`src/rtl/rx_idle_wdog_pkg.sv`:
```
package rx_idle_wdog_pkg;

  localparam int unsigned WDOG_LIMIT_DEFAULT = 64;

  function automatic int unsigned cnt_width(input int unsigned limit);
    return $clog2(limit + 1);
  endfunction

endpackage

```
`src/rtl/wdog_ctrl.sv`:
```
module wdog_ctrl (
  input  logic clk,
  input  logic rst_n,
  input  logic rx_rst,
  input  logic host_rd,
  input  logic rx_wr,
  input  logic bit_tick,
  input  logic fifo_nonempty,
  output logic clr,
  output logic hold,
  output logic step
);
  // Restart sources outrank the tick
  assign clr  = host_rd | rx_wr | rx_rst;
  assign hold = ~fifo_nonempty;
  assign step = bit_tick & fifo_nonempty & ~clr;

  a_r8_restart_wins: assert property (@(posedge clk) disable iff (!rst_n)
    (host_rd || rx_wr) |-> !step);
endmodule

```
`src/rtl/wdog_counter.sv`:
```
module wdog_counter #(
  parameter int unsigned LIMIT = rx_idle_wdog_pkg::WDOG_LIMIT_DEFAULT,
  parameter int unsigned CW    = rx_idle_wdog_pkg::cnt_width(LIMIT)
) (
  input  logic          clk,
  input  logic          rst_n,
  input  logic          clr,
  input  logic          hold,
  input  logic          step,
  output logic [CW-1:0] cnt,
  output logic          reach
);
  localparam logic [CW-1:0] LIM_V  = CW'(LIMIT);
  localparam logic [CW-1:0] LAST_V = CW'(LIMIT - 1);

  // Pulse on the tick that completes the window
  assign reach = step && (cnt == LAST_V);

  always_ff @(posedge clk or negedge rst_n) begin
    if (!rst_n)                     cnt <= '0;
    else if (clr || hold)           cnt <= '0;
    else if (step && cnt != LIM_V)  cnt <= cnt + 1'b1;
  end

  a_r5_empty_zero: assert property (@(posedge clk) disable iff (!rst_n)
    hold |=> cnt == '0);
  a_r6_no_wrap: assert property (@(posedge clk) disable iff (!rst_n)
    (cnt == LIM_V && !clr && !hold) |=> cnt == LIM_V);
  a_r6_bounded: assert property (@(posedge clk) disable iff (!rst_n)
    cnt <= LIM_V);
endmodule

```
`src/rtl/wdog_flag.sv`:
```
module wdog_flag (
  input  logic clk,
  input  logic rst_n,
  input  logic clr,
  input  logic reach,
  output logic flag
);
  always_ff @(posedge clk or negedge rst_n) begin
    if (!rst_n)     flag <= 1'b0;
    else if (clr)   flag <= 1'b0;
    else if (reach) flag <= 1'b1;
  end

  a_r2_set_on_reach: assert property (@(posedge clk) disable iff (!rst_n)
    (reach && !clr) |=> flag);
  a_r3_clear_on_restart: assert property (@(posedge clk) disable iff (!rst_n)
    clr |=> !flag);
  a_r6_sticky: assert property (@(posedge clk) disable iff (!rst_n)
    (flag && !clr) |=> flag);
endmodule

```
`src/rtl/rx_idle_wdog.sv`:
```
module rx_idle_wdog #(
  parameter int unsigned LIMIT = rx_idle_wdog_pkg::WDOG_LIMIT_DEFAULT
) (
  input  logic clk,
  input  logic rst_n,
  input  logic rx_rst,
  input  logic bit_tick,
  input  logic fifo_nonempty,
  input  logic host_rd,
  input  logic rx_wr,
  input  logic wdog_en,
  output logic timeout,
  output logic irq
);
  localparam int unsigned CW = rx_idle_wdog_pkg::cnt_width(LIMIT);

  logic          clr, hold, step, reach;
  logic [CW-1:0] cnt;

  wdog_ctrl u_ctrl (
    .clk(clk), .rst_n(rst_n), .rx_rst(rx_rst), .host_rd(host_rd),
    .rx_wr(rx_wr), .bit_tick(bit_tick), .fifo_nonempty(fifo_nonempty),
    .clr(clr), .hold(hold), .step(step)
  );

  wdog_counter #(.LIMIT(LIMIT), .CW(CW)) u_cnt (
    .clk(clk), .rst_n(rst_n), .clr(clr), .hold(hold), .step(step),
    .cnt(cnt), .reach(reach)
  );

  wdog_flag u_flag (
    .clk(clk), .rst_n(rst_n), .clr(clr), .reach(reach), .flag(timeout)
  );

  assign irq = timeout & wdog_en;

  a_r7_irq_masked: assert property (@(posedge clk) disable iff (!rst_n)
    !wdog_en |-> !irq);
  a_r9_rx_reset: assert property (@(posedge clk) disable iff (!rst_n)
    rx_rst |=> (!timeout && cnt == '0));
endmodule

```
`config.mk`:
```
export PLATFORM = sky130hd
export DESIGN_NAME = rx_idle_wdog
export DESIGN_NICKNAME = d
export VERILOG_FILES = /design/src/rtl/rx_idle_wdog_pkg.sv /design/src/rtl/wdog_ctrl.sv /design/src/rtl/wdog_counter.sv /design/src/rtl/wdog_flag.sv /design/src/rtl/rx_idle_wdog.sv
export SDC_FILE = /design/constraint.sdc
export NUM_CORES = 1
export LEC_CHECK = 0
export ABC_AREA = 1
export BUFFER_PORTS_ARGS = -buffer_cell sky130_fd_sc_hd__buf_2
export CELL_PAD_IN_SITES_DETAIL_PLACEMENT = 1
export CELL_PAD_IN_SITES_GLOBAL_PLACEMENT = 1
export CORE_UTILIZATION = 25
export DETAILED_ROUTE_END_ITERATION = 8
export GPL_TIMING_DRIVEN = 0
export PLACE_DENSITY = 0.66
export REMOVE_ABC_BUFFERS = 1
export SLEW_MARGIN = 10
export SYNTH_ARGS = -nofsm -noshare
export SYNTH_HDL_FRONTEND = slang
export SYNTH_SLANG_ARGS = --single-unit
```
`constraint.sdc`:
```
create_clock -name clk -period 1.2 [get_ports clk]
set_input_delay 0.12 -clock clk [delete_from_list [all_inputs] [get_ports clk]]
set_output_delay 0.12 -clock clk [all_outputs]
set_load 0.02 [all_outputs]
```
==> results of run 1 <==
final cells by class:
class	count	area share [%]
tap	27	4.52
sequential	8	26.8
multi-input combinational	59	45.3
inverter	12	7.02
timing repair buffer	16	13.4
clock buffer	3	3.01
cell families after synthesis:
logic type	after synthesis	share of synthesized area, %
AOI/OAI and AO/OA	2	2.29
xor gates and xnor gates	1	1.60
adders and majority gates	2	4.58
buffers and inverters	12	8.70
DFF	8	36.6
and+or+nand+nor	54	46.2
synth_stat cells:
| master | number |
|---|---|
| nand2_2 | 2 |
| dfrtp_1 | 8 |
| inv_1 | 11 |
| nor2_4 | 2 |
| nor2_1 | 4 |
| inv_4 | 1 |
| nand2_4 | 1 |
| xor2_1 | 1 |
| o21bai_1 | 1 |
| ha_1 | 2 |
| nand3_1 | 12 |
| nand2_1 | 30 |
| o21ai_0 | 1 |
| nor2_2 | 3 |
critical path: cells and delay by family, from the launching register on:
kind	cells	cell delay, ns
simple gates	5	0.38
fa+ha+maj	1	0.12
flops	1	0.42
buf+inv	3	0.21
registers in the layout (all words and copies together), names as in the netlist:
name / cells
u_flag.flag: 1
u_cnt.cnt: 7
routing by layer:
metal | vias to the layer above | share of wire (%) | wire length [um]
met3 | 5 | 4.4 | 60
met1 | 261 | 46 | 631
met5 | - | 0 | 0
met4 | 0 | 1.5 | 20
li1 | 279 | - | -
met2 | 12 | 48 | 655
stage by stage:
step | TNS [ns] | worst slack, ns | power [mW] | instance area, sq um | util (%)
after detailed placement | -0.625 | -0.0973 | 0.312 | 626 | 31.3
after global routing | -0.734 | -0.112 | 0.564 | 748 | 37.4
after global placement | -0.606 | -0.0890 | 0.310 | 626 | 31.3
after CTS | -0.304 | -0.0473 | 0.542 | 718 | 35.9
final | -0.0966 | -0.0223 | 0.532 | 748 | 37.4
after floorplan | 0 | 0.0396 | 0.290 | 547 | -
report_power, final:
group / internal, mW / switching (mW) / total, mW
Sequential: 0.270 / 0.000781 / 0.271
Combinational: 0.0192 / 0.0251 / 0.0443
Clock: 0.115 / 0.101 / 0.216
path summary, 6_finish.rpt:
kind	start	endpoint	slack, ns	depth (start not counted)
worst max-delay path	u_cnt.cnt[1]	u_cnt.cnt[0]	-0.02	9
worst min-delay path	rx_rst	u_flag.flag	0.13	4
worst max register to register	u_cnt.cnt[1]	u_cnt.cnt[0]	-0.02	9
worst min register to register	u_flag.flag	u_flag.flag	0.54	2
max in group asynchronous	rst_n	u_cnt.cnt[2]	0.77	2
min in group asynchronous	rst_n	u_cnt.cnt[3]	0.25	2
repair_timing:
item,4_1_cts,5_1_grt
buffers inserted,6,0
hold endpoints to repair,8,0
gates resized for setup,6,10
pin swaps,1,5
endpoints found under the setup margin,7,7
hold buffers,1,0
==> impl_metrics.json, run 1 <==
{
  "worst_pin_slew_ns": 0.335,
  "dr.first_iter.drc_count": 3,
  "setup_viol": 7,
  "cts_root_buffer": "clkbuf_4",
  "yosysTopAreaCell": "dfrtp_1",
  "insertion_delay_ns": 0.26,
  "yosysTopAreaCellShare_pct": 36.6,
  "cts_tree": "built",
  "drcViolationCount": 0,
  "grt_pass1_vias": 541,
  "final.fill_count": 264,
  "postRouteAntennaNets": 0,
  "final_common_cell": "nand2_1",
  "start_util_pct": 27.3,
  "synth_seq_cells": 8,
  "p_leak_nw": 0.417,
  "area_growth_syn_to_layout_pct": 36.8,
  "fin_nets": 110,
  "via_per_inst": 4.46,
  "grtUsageTotal_pct": 13.5,
  "synth.area.top_cells": "dfrtp_1, nand2_1, nand3_1",
  "die_h_um": 48.8,
  "drv_slew": 0,
  "crit_slowest_cell": "dfrtp_1",
  "grt_pass1_wl_mm": 2.41,
  "ioPinCount": 10,
  "syn_avg_cell_area_sq_um": 6.92,
  "place_hpwl_um": 963,
  "place_congestion": 0.732,
  "grt-ovfl-total": 0,
  "max-cap-violations": 0,
  "finClkSkew_ns": 0.00106,
  "antenna_found_initial": 0,
  "detail_route.wl_per_cell_um": 10.9,
  "vdd_drop_max_mv": 0.548,
  "wl_mm": 1.37,
  "die_area_sq_um": 2380,
  "synth_area_sq_um": 547,
  "crit_fanout": 8,
  "maxClockFrequency_mhz": 818,
  "die_w_um": 48.8,
  "use_met1_pct": 17.3,
  "relSlewSlack_pct": 77.6,
  "yosys_warnings": 0,
  "seq_area_sq_um": 200,
  "cts.sinks": 8,
  "grt_util_met2_pct": 21.1,
  "outcome": "finished, violations left",
  "cts-buffers-inserted": 3,
  "cp-start-kind": "flip-flop",
  "hold_violations": 0,
  "multiInputGateArea_sq_um": 339,
  "crit_chain": "inv_2 -> ha_4 -> nand2_2 -> inv_2 -> nand3_2 -> nand2_4 -> inv_8 -> nand2_1 -> nand2_1",
  "fin_crit_ns": 1.22,
  "fin_worst_hold_slack_ns": 0.128,
  "portBuffers": 9,
  "powerDensity_nw_per_um2": 711,
  "grt.busiest_layer": "met2",
  "rsz0062_at_grt": "yes",
  "layout_common_cells": "nand2_1, nand3_1, buf_2",
  "drive_gt1_share_pct": 39.8,
  "cts_max_path_buffers": 2,
  "post-route-period-util_pct": 102,
  "num_rows": 16,
  "layoutNonFillerInstCount": 125,
  "h-tree-depth": 1,
  "violations": "setup timing",
  "syn_inst": 79,
  "met3_usage_pct": 4.72,
  "max_stage_delay_ns": 0.42,
  "yosysUniqueCellTypes": 14,
  "holdCritPathClass": "input port to flip-flop",
  "clk_pin_slew_ns": 0.06,
  "ys_seq_area_share_pct": 36.6,
  "dpl.cell_count": 115,
  "required_ns": 1.35,
  "diodes": 0,
  "num_vias": 557,
  "dr.pass1.iters": 4,
  "coreArea_sq_um": 2000,
  "worstPathArrival_ns": 1.38,
  "grt_max_degree": 9,
  "setup.worst_path.end_class": "flip-flop",
  "path_class": "flip-flop to flip-flop",
  "fin_ws_ns": -0.0223
}
No activity file was read; power rests on OpenSTA's default activity.
==> run 2, diff against run 1 <==
--- a/config.mk
+++ b/config.mk
@@ -8,3 +8,2 @@
 export ABC_AREA = 1
-export BUFFER_PORTS_ARGS = -buffer_cell sky130_fd_sc_hd__buf_2
 export CELL_PAD_IN_SITES_DETAIL_PLACEMENT = 1
@@ -13,4 +12,5 @@
 export DETAILED_ROUTE_END_ITERATION = 8
+export DONT_BUFFER_PORTS = 1
 export GPL_TIMING_DRIVEN = 0
-export PLACE_DENSITY = 0.66
+export PLACE_DENSITY = 0.6
 export REMOVE_ABC_BUFFERS = 1
==> constraint.sdc (replaced) <==
create_clock -name clk -period 1.2 [get_ports clk]
set_input_delay 0.3 -clock clk [delete_from_list [all_inputs] [get_ports clk]]
set_output_delay 0.3 -clock clk [all_outputs]
set_load 0.02 [all_outputs]
==> impl_metrics.json, run 2 (synthesis results as in run 1) <==
{
  "outcome": "finished, violations left",
  "violations": "setup timing",
  "top_register": "u_cnt.cnt",
  "cp-start-kind": "flip-flop",
  "hold_violations": 0,
  "grt_pass1_vias": 543,
  "fin_nets": 99,
  "die_h_um": 48.8,
  "crit_fanout": 8,
  "num_rows": 16,
  "layoutNonFillerInstCount": 114,
  "portBuffers": 0,
  "max-cap-violations": 0,
  "insertion_delay_ns": 0.25,
  "multiInputGateArea_sq_um": 353,
  "dr.first_iter.drc_count": 2,
  "final_area_sq_um": 703,
  "setup_viol": 7,
  "wl_mm": 1.29,
  "num_vias": 525,
  "place_hpwl_um": 911,
  "grt_max_degree": 9,
  "grt-ovfl-total": 0,
  "worstPathArrival_ns": 1.37,
  "place_congestion": 0.735,
  "die_area_sq_um": 2380,
  "final.fill_count": 254,
  "dr.pass1.iters": 2,
  "antenna_found_initial": 0,
  "powerDensity_nw_per_um2": 727,
  "h-tree-depth": 1,
  "drcViolationCount": 0,
  "met3_length_um": 48,
  "drv_slew": 0,
  "cts.sinks": 8,
  "post-route-period-util_pct": 102,
  "largest_reg_flops": 7,
  "clk_pin_slew_ns": 0.06,
  "drive_gt1_share_pct": 35.6,
  "seq_area_sq_um": 201,
  "fin_crit_ns": 1.22,
  "final_common_cell": "nand2_1",
  "worst_pin_slew_ns": 0.395,
  "placed_area_sq_um": 581,
  "wl_met2_um": 681,
  "p_leak_nw": 0.352,
  "vdd_drop_max_mv": 0.332,
  "required_ns": 1.34,
  "cts_root_buffer": "clkbuf_4",
  "ioPinCount": 10,
  "diodes": 0,
  "maxClockFrequency_mhz": 817,
  "path_class": "flip-flop to flip-flop",
  "cts_max_path_buffers": 2,
  "rsz0062_at_grt": "yes",
  "r2r_setup_slack_ns": -0.02,
  "finClkSkew_ns": 0.00336,
  "start_util_pct": 27.3,
  "area_growth_syn_to_layout_pct": 28.6,
  "grt_pass1_wl_mm": 2.42,
  "top_regs": "u_cnt.cnt: 7 flops, u_flag.flag: 1 flops",
  "layout_common_cells": "nand2_1, nand3_1, nand2_2",
  "cts_tree": "built",
  "die_w_um": 48.8,
  "fin_ws_ns": -0.0243,
  "dpl.cell_count": 106,
  "coreArea_sq_um": 2000,
  "top_layer": "met4",
  "postRouteAntennaNets": 0,
  "setup.worst_path.end_class": "flip-flop",
  "met1Wirelength_um": 542,
  "detail_route.wl_per_cell_um": 11.3,
  "holdCritPathClass": "input port to flip-flop",
  "cts-buffers-inserted": 3,
  "via_per_inst": 4.61,
  "relSlewSlack_pct": 73.6,
  "grtUsageTotal_pct": 13.7
}
==> run 2: cell count changes in the layout (fill, tap and decap cells not counted), sizes merged <==
cell and delta:
buf -11
==> run 2: per-stage QoR <==
stage	power [mW]	setup slack, ns	hold slack [ns]	utilization, %	TNS, ns
after detailed placement	0.293	-0.109	0.00457	29.0	-0.690
after global placement	0.293	-0.0921	0.00460	29.0	-0.620
after global routing	0.545	-0.121	0.235	35.1	-0.763
final	0.511	-0.0243	0.213	35.1	-0.135
after floorplan	0.290	0.0396	0.00441	-	0
after CTS	0.528	-0.0187	0.208	33.6	-0.0752
==> run 2: power by group <==
part	total [mW]	internal, mW	switching (mW)
clock	0.210	0.115	0.0953
combinational	0.0299	0.0100	0.0199
sequential	0.271	0.270	0.000810
==> run 2: worst max-delay path, cell delays in order, from the launching register on <==
cell     delay [ns]
dfrtp_1        0.42
inv_2          0.09
ha_4           0.12
nand2_2        0.04
inv_2          0.07
nand3_4        0.09
nand2_8        0.13
inv_8          0.05
nand2_2        0.05
nand2_1        0.04
==> run 2: layout make-up <==
| cell class | count | share of cell area [%] |
|---|---|---|
| clock buffer | 3 | 3.20 |
| sequential | 8 | 28.6 |
| multi-input combinational | 59 | 50.2 |
| timing repair buffer | 5 | 5.69 |
| inverter | 12 | 7.47 |
| tap | 27 | 4.80 |
==> run 2: what timing repair did <==
item	4_1_cts	5_1_grt
setup endpoints to repair	8	8
buffers inserted	3	1
pin swaps	5	2
resized for setup	15	5
hold buffers	1	0
hold endpoints to repair	8	0
==> run 2: path summary, 6_finish.rpt <==
kind	cells after the start	to	start
setup / recovery	9	u_cnt.cnt[4]	u_cnt.cnt[0]
hold / removal	3	u_flag.flag	rx_rst
setup reg to reg	9	u_cnt.cnt[4]	u_cnt.cnt[0]
hold reg to reg	2	u_cnt.cnt[1]	u_cnt.cnt[1]
max in group asynchronous	1	u_flag.flag	rst_n
min in group asynchronous	1	u_cnt.cnt[2]	rst_n
==> run 2: routing by layer <==
| layer | vias to the layer above | GRT usage [%] |
|---|---|---|
| li1 | 262 | - |
| met1 | 254 | 15.8 |
| met2 | 7 | 22.9 |
| met3 | 2 | 5.66 |
| met4 | 0 | 4.41 |
| met5 | - | 0 |
